$ cat src/rtl/ocd_pkg.sv
package ocd_pkg;
  localparam int REG_W  = 8;
  localparam int K_W    = 6;
  localparam int S_W    = 3;
  localparam int N_OUT  = 3;
  localparam int CNT_W  = (1 << S_W) - 1;

  localparam int IDX_RATE = 0;
  localparam int IDX_SYNC = 1;
  localparam int IDX_MOD  = 2;

  typedef struct packed {
    logic [K_W-1:0]            k;
    logic [N_OUT-1:0][S_W-1:0] sel;
  } div_cfg_t;

  function automatic div_cfg_t decode_words(input logic [REG_W-1:0] wa,
                                            input logic [REG_W-1:0] wb);
    div_cfg_t c;
    c.k             = wb[5:0];
    c.sel[IDX_MOD]  = wa[6:4];
    c.sel[IDX_SYNC] = wa[3:1];
    c.sel[IDX_RATE] = {wa[0], wb[7:6]};
    return c;
  endfunction
endpackage

$ cat src/rtl/ocd_cfg_regs.sv
module ocd_cfg_regs
  import ocd_pkg::*;
(
  input  logic             clk,
  input  logic             rst,
  input  logic             wr_a,
  input  logic [REG_W-1:0] data_a,
  input  logic             wr_b,
  input  logic [REG_W-1:0] data_b,
  output div_cfg_t         cfg,
  output logic             restart
);
  logic [REG_W-1:0] word_a, word_b;

  always_ff @(posedge clk) begin
    if (rst) begin
      word_a <= '0;
      word_b <= '0;
    end else begin
      if (wr_a) word_a <= data_a;
      if (wr_b) word_b <= data_b;
    end
  end

  assign cfg     = decode_words(word_a, word_b);
  // restart is applied on the same edge that loads the new word
  assign restart = wr_a | wr_b;
endmodule

$ cat src/rtl/ocd_prescaler.sv
module ocd_prescaler #(
  parameter int K_W = 6
) (
  input  logic           clk,
  input  logic           rst,
  input  logic           restart,
  input  logic [K_W-1:0] k_raw,
  output logic [K_W-1:0] k_eff,
  output logic           tick
);
  logic [K_W-1:0] cnt;
  logic [K_W-1:0] last;

  assign k_eff = (k_raw == '0) ? K_W'(1) : k_raw;
  assign last  = k_eff - K_W'(1);
  assign tick  = (cnt == last);

  always_ff @(posedge clk) begin
    if (rst || restart)  cnt <= '0;
    else if (cnt >= last) cnt <= '0;
    else                  cnt <= cnt + K_W'(1);
  end
endmodule

$ cat src/rtl/ocd_postdiv.sv
module ocd_postdiv #(
  parameter int S_W   = 3,
  parameter int N_OUT = 3
) (
  input  logic                      clk,
  input  logic                      rst,
  input  logic                      restart,
  input  logic                      tick,
  input  logic [N_OUT-1:0][S_W-1:0] sel,
  output logic [N_OUT-1:0]          en,
  output logic [N_OUT-1:0]          sq
);
  localparam int CNT_W = (1 << S_W) - 1;

  logic [CNT_W-1:0] pc;

  always_ff @(posedge clk) begin
    if (rst || restart) pc <= '0;
    else if (tick)      pc <= pc + CNT_W'(1);
  end

  for (genvar i = 0; i < N_OUT; i++) begin : g_out
    logic [CNT_W-1:0] mask;
    always_comb begin
      for (int b = 0; b < CNT_W; b++) mask[b] = (b < int'(sel[i]));
    end
    assign en[i] = tick && ((pc & mask) == mask);

    always_ff @(posedge clk) begin
      if (rst)        sq[i] <= 1'b0;
      else if (en[i]) sq[i] <= ~sq[i];
    end
  end
endmodule

$ cat src/rtl/osc_clk_divider.sv
module osc_clk_divider
  import ocd_pkg::*;
(
  input  logic       clk,
  input  logic       rst,
  input  logic       ctl_a_wr,
  input  logic [7:0] ctl_a_data,
  input  logic       ctl_b_wr,
  input  logic [7:0] ctl_b_data,
  output logic       rate_en,
  output logic       sync_en,
  output logic       mod_en,
  output logic       rate_clk,
  output logic       sync_clk,
  output logic       mod_clk
);
  div_cfg_t         cfg;
  logic             restart;
  logic             tick;
  logic [K_W-1:0]   k_eff;
  logic [N_OUT-1:0] en_v, sq_v;
  logic [S_W-1:0]   rate_sel, sync_sel, mod_sel;

  ocd_cfg_regs u_regs (
    .clk(clk), .rst(rst),
    .wr_a(ctl_a_wr), .data_a(ctl_a_data),
    .wr_b(ctl_b_wr), .data_b(ctl_b_data),
    .cfg(cfg), .restart(restart)
  );

  ocd_prescaler #(.K_W(K_W)) u_pre (
    .clk(clk), .rst(rst), .restart(restart),
    .k_raw(cfg.k), .k_eff(k_eff), .tick(tick)
  );

  ocd_postdiv #(.S_W(S_W), .N_OUT(N_OUT)) u_post (
    .clk(clk), .rst(rst), .restart(restart), .tick(tick),
    .sel(cfg.sel), .en(en_v), .sq(sq_v)
  );

  assign rate_sel = cfg.sel[IDX_RATE];
  assign sync_sel = cfg.sel[IDX_SYNC];
  assign mod_sel  = cfg.sel[IDX_MOD];

  assign rate_en  = en_v[IDX_RATE];
  assign sync_en  = en_v[IDX_SYNC];
  assign mod_en   = en_v[IDX_MOD];
  assign rate_clk = sq_v[IDX_RATE];
  assign sync_clk = sq_v[IDX_SYNC];
  assign mod_clk  = sq_v[IDX_MOD];
endmodule

$ cat config.mk
export PLATFORM = sky130hd
export DESIGN_NAME = osc_clk_divider
export DESIGN_NICKNAME = d
export VERILOG_FILES = /design/src/rtl/ocd_pkg.sv /design/src/rtl/ocd_cfg_regs.sv /design/src/rtl/ocd_prescaler.sv /design/src/rtl/ocd_postdiv.sv /design/src/rtl/osc_clk_divider.sv
export SDC_FILE = /design/constraint.sdc
export NUM_CORES = 1
export LEC_CHECK = 0
export ABC_AREA = 1
export BUFFER_PORTS_ARGS = -buffer_cell sky130_fd_sc_hd__buf_2
export CAP_MARGIN = 30
export CORE_MARGIN = 1.5
export CORE_UTILIZATION = 60
export CTS_CLUSTER_DIAMETER = 150
export DETAILED_ROUTE_END_ITERATION = 7
export PLACE_DENSITY = 0.83
export SLEW_MARGIN = 20
export SYNTH_ARGS = -nofsm -noshare
export SYNTH_HDL_FRONTEND = slang
export SYNTH_SLANG_ARGS = --single-unit
$ cat constraint.sdc
create_clock -name clk -period 3.8 [get_ports clk]
set_clock_uncertainty 0.15 [all_clocks]
set_input_delay 0.19 -clock clk [delete_from_list [all_inputs] [get_ports clk]]
set_output_delay 0.19 -clock clk [all_outputs]
set_load 0.01 [all_outputs]
# Word level (Yosys, flattened, before mapping)
# Cells that the tools add are included.
[classes] n_eq_ne=4 reduce_logical=6 n_addsub=3 muxes=1 bitwise_logic=7 order_cmp=22
[ops] operator="< comparator 3 bit (first input constant)" count=9
[ops] operator="AND 7 bit" count=3
[ops] operator="equality test 7 bit" count=3
[ops] operator="< comparator 1 x 3 -> 1 bit (first input constant)" count=6
[ops] operator="< comparator 2 x 3 -> 1 bit (first input constant)" count=6
[ops] operator="adder 7 x 1 -> 7 bit (second input constant)" count=1
[ops] operator="adder 6 x 1 -> 6 bit (second input constant)" count=1
[ops] operator="equality test 6 bit" count=1
[ops] operator="greater-or-equal comparator 6 bit" count=1
[ops] operator="logical NOT 6 bit" count=1
[ops] operator="two-way mux 6 bit" count=1
[ops] operator="subtractor 6 x 1 -> 6 bit (second input constant)" count=1
[ops] operator="logical AND 1 bit" count=3
[ops] operator="inverter 1 bit" count=3
[ops] operator="OR reduction 2 bit" count=1
[ops] operator="logical OR 1 bit" count=1
[ops] operator="OR 1 bit" count=1
[word_totals] word_cells=50 out_inout_bits=6 regBits=31

# Longest topological paths before layout
[logic_depth] depth_word=5 ltp_mapped=17 ltp_nobuf=17

# Cells and area by module
# From an unflattened synthesis, not the netlist that was laid out.
[hier_totals] cells_unflattened=275 hier_area_um2=1769.2
[by_module_without_submodules] module="ocd_cfg_regs" cells_each=96 area_per_inst_um2=645.6 n_inst=1 seq_area_each_um2=300.3
[by_module_without_submodules] module="ocd_postdiv" cells_each=103 area_per_inst_um2=611.8 n_inst=1 seq_area_each_um2=200.2
[by_module_without_submodules] module="ocd_prescaler" cells_each=76 area_per_inst_um2=511.7 n_inst=1 seq_area_each_um2=120.1

# Worst setup path after synthesis
# OpenSTA, ideal clock, no wires.
[synth_path] path_kind="reg-to-output" startpoint="register u_regs.word_b[2]" endpoint="output rate_en" path_buffers=0 t_arrival_ps=2088 slack_ps=1372 path_stages_with_launch=16 required_time_ps=3460 cell_sequence="dfxtp_1 > nor2_1 > nand2_1 > o21bai_1 > inv_1 > ha_1 > nand2_1 > xnor2_1 > inv_1 > ha_1 > nand2_1 > nor2_4 > nand2_4 > inv_2 > o211ai_1 > a21oi_1"
[synth_between] elab_chain_len=5
[synth_lines] item="from (decl)" line="ocd_cfg_regs.sv:13" rtl="logic [REG_W-1:0] word_a, word_b;"
[synth_lines] item="from (signal assigned)" line="ocd_cfg_regs.sv:21" rtl="if (wr_b) word_b <= data_b;"
[synth_lines] item="logical NOT 6 bit" line="ocd_prescaler.sv:14" rtl="assign k_eff = (k_raw == '0) ? K_W'(1) : k_raw;"
[synth_lines] item="two-way mux 6 bit (*)" line="ocd_prescaler.sv:14"
[synth_lines] item="subtractor 6 x 1 -> 6 bit (*)" line="ocd_prescaler.sv:15" rtl="assign last = k_eff - K_W'(1);"
[synth_lines] item="equality test 6 bit (*)" line="ocd_prescaler.sv:16" rtl="assign tick = (cnt == last);"
[synth_lines] item="logical AND 1 bit (*)" line="ocd_postdiv.sv:27" rtl="assign en[i] = tick && ((pc & mask) == mask);"
[synth_lines] item="to (decl)" line="osc_clk_divider.sv:10" rtl="output logic rate_en,"
# Every way passes the cells marked *; elsewhere a longest branch is shown, timed or not.

# Worst setup path after layout
# Ends and elaborated chain as after synthesis.

==> metrics.md <==
| Metric | Value |
|---|---|
| Final hold viol count | 0 |
| Hold Crit Endpoint | u_regs.word_b[1]$_SDFFE_PP0P_ |
| Sequential Power Share | 0.513 |
| Finished Cell Area | 2000 sq um |
| Setup violations, final | 0 |
| Dpl cell area | 1790 sq um |
| # port buffers | 24 |
| Logic gate share of total power | 0.173 |
| Ys flop type | dfxtp_1 |
| Worst r2r src | u_regs.word_b[2]$_SDFFE_PP0P_ |
| Tmin final | 3.11 ns |
| Status | complete, no violations |
| Clk buf depth | 2 |
| Root Driver | clkbuf_4 |
| Site Rows | 18 |
| Tot GR Track Use | 0.253 |
| Post-synth EDFFs | 0 |
| Pins over their slew limit | 0 |
| Initial antenna violation count | 0 |
| CTS tree | yes |
| IO Count | 26 |
| Leak | 0.919 nW |
| Period utilisation layout | 0.819 |
| Clock sink count | 31 |
| Largest net degree at the start of global routing | 19 |
| Initial DRT Pass Iterations | 6 |
| RD Place Congestion | 0.769 |
| Max-Cap Viols | 0 |
| DRC viols | 0 |
| Mapped Area | 1640 sq um |
| Slew HR | 0.707 |
| Pwr dens | roughly 340 nW/um^2 |
| Worst Max-Slew Pin Slew | 0.439 ns |
| Reg2reg end | u_post.pc[5]$_SDFFE_PP0P_ |
| Critical Path End Type | output pin |
| Remaining Overflow, GRT | 0 |
| Hold Path Class | in -> reg |
| Worst VDD drop | 0.349 mV |
| Hold Path Stages | 3 |
| Overall power | 0.684 mW |
| Biggest area consumer among synthesized cells | dfxtp_1 |
| H-Tree Depth | 2 |
| Clk Latency, worst-skew pair | between 0.3 and 0.4 ns |
| Synth Net Count | 255 |
| Crit Path Max Fanout | 8 |
| Avg Cell Area, Syn | 7.27 sq um |
| Net Sw Frac | 0.272 |
| Most common cell after layout, fill and taps aside | nor2_1 |
| Maximum clock rate | 321 MHz |
| Die outline width | 55.3 microns |
| Iter 0 DRT Violations | 80 |
| Critical path arrival | 2.77 ns |
| Top cell type's share of synthesized area | 0.378 |
| Initial Util | 0.646 |
| Post-layout util | 0.785 |
| Post-route setup TNS | 0 ns |
| CP Class | reg -> out |
| Layout cell share with drive strength beyond 1 | 0.177 |
| Vias post-DR | 1582 |
| DIE HEIGHT | 55.3 microns |
| FFs w/ async S/R, synth | 0 |
| Count of cell types in the netlist | 26 |
| Area delta synth->final | 21.6% |
| Core area | approximately 2500 sq um |
| Int Power | 0.498 mW |
| DRT Wirelength | 3.75 mm |
| Yosys warns | 0 |
| Clk slew on worst S/H paths | 0.09 ns |
| Placed cell count | roughly 280 |
| RSZ-0062 raised after global routing | no |
| Vias in the first global route | 1426 |
| Num CTS Buffers | 5 |
| Most frequent cells in the layout | 50 x nor2_1, 39 x nand2_1, 31 x dfxtp_1 |
| Final nets | 299 |
| FF-to-FF setup slack | 1.22 ns |
| Clk pwr share | 0.313 |
| Fin cells | 301 |
| Final WS setup | 0.689 ns |
| Seq/Total Area, Yosys | 0.378 |
| # diodes | 0 |
| Sw power | between 0.15 and 0.2 mW |
| Synth Instances | 226 |
| Worst hold slack | about 0.01 ns |
| Post-CTS Setup Repair Bufs | 0 |
| Area contributors post-synth | dfxtp_1 38%, nor2_1 11%, nand2_1 8.9%, ha_1 6.9%, o21ai_0 5.8% |
| Post-DP HPWL | 2.38 mm |
| WL per Instance | approximately 12 microns |
| Yosys reg bits | 31 |
| Final ANT Viol Nets | 0 |
| Critical Path Start Type | flop |
| First-pass GRT wire length | 6.25 mm |
| Worst Path Required | roughly 3.5 ns |
| Die area | 3060 sq um |
| Dpl ws | 1.09 ns |
| Path depth of the worst reg2reg path | 16 |
| Vias per cell | about 5.3 |
| Worst hold path startpoint | ctl_b_data[1] |
## worst max-delay path: stages, from the launching register on
cell      delay, ns
dfxtp_1        0.35
nor2_1         0.12
nand2_1        0.09
o21bai_1       0.14
inv_1          0.10
ha_1           0.23
nand2_1        0.09
xnor2_1        0.12
inv_1          0.06
ha_1           0.26
nand2_1        0.09
nor2_4         0.16
nand2_4        0.11
inv_2          0.12
o211ai_1       0.10
a21oi_1        0.15
buf_2          0.16
## routing by layer
layer | share of wire | track usage | vias up
li1 | - | - | 814
met1 | 0.47 | 0.331 | 708
met2 | 0.46 | 0.408 | 52
met3 | 0.055 | 0.0562 | 8
met4 | 0.015 | 0.0906 | 0
met5 | 0 | 0 | -
## final cells by class
class                           count  area, sq um
Clock buffer                        8         68.8
Fill cell                         171          547
Inverter                           24         90.1
Multi-Input combinational cell    170          921
Sequential cell                    31          621
Tap cell                           30         37.5
Timing Repair Buffer               38          260
## cell usage after synthesis (2+ instances only)
| cell type | count |
|---|---|
| nand3_1 | 9 |
| nor2_1 | 50 |
| o21bai_1 | 2 |
| o21ai_2 | 3 |
| o21ai_0 | 19 |
| nand2_1 | 39 |
| nand2_2 | 3 |
| xor2_1 | 5 |
| a21oi_1 | 12 |
| dfxtp_1 | 31 |
| a21boi_1 | 4 |
| nand2_4 | 2 |
| xnor2_1 | 4 |
| inv_2 | 5 |
| ha_1 | 9 |
| inv_1 | 19 |
## state kept, by name (all words and copies together) (netlist names)
signal / cells
u_regs.word_a: 7
u_post.sq: 3
u_pre.cnt: 6
u_regs.word_b: 8
u_post.pc: 7
## power groups by stage
stage / Combinational (mW) / Sequential [mW] / Clock [mW]
6_report: 0.119 / 0.351 / 0.214
3_5_place_dp: 0.104 / 0.358 / 0
4_1_cts: 0.115 / 0.351 / 0.216
2_1_floorplan: 0.0767 / 0.355 / 0
5_1_grt: 0.132 / 0.353 / 0.233
3_3_place_gp: 0.100 / 0.358 / 0
## worst max path at each step
stage,depth (start not counted),startpoint,endpoint,slack (ns)
6_report,16,u_regs.word_b[2]$_SDFFE_PP0P_,rate_en,0.69
5_1_grt,16,u_regs.word_b[2]$_SDFFE_PP0P_,rate_en,0.46
4_1_cts,16,u_regs.word_b[2]$_SDFFE_PP0P_,rate_en,0.73
3_5_place_dp,16,u_regs.word_b[2]$_SDFFE_PP0P_,rate_en,1.09
3_3_place_gp,16,u_regs.word_b[2]$_SDFFE_PP0P_,rate_en,1.12
2_1_floorplan,15,u_regs.word_b[2]$_SDFFE_PP0P_,rate_en,1.37
## what timing repair did
item | in CTS | in global routing
resized for setup | 0 | 0
hold buffers | 14 | 0
hold endpoints to repair | 14 | 0
## cells by family after synthesis
kind of cell / after synthesis / synth area share
fa+ha+maj: 9 / 0.0685
xor+xnor: 9 / 0.0480
compound gates: 42 / 0.145
simple gates: 110 / 0.299
flops: 31 / 0.378
buf+inv: 25 / 0.0617
(Power assumes the default switching activity.)
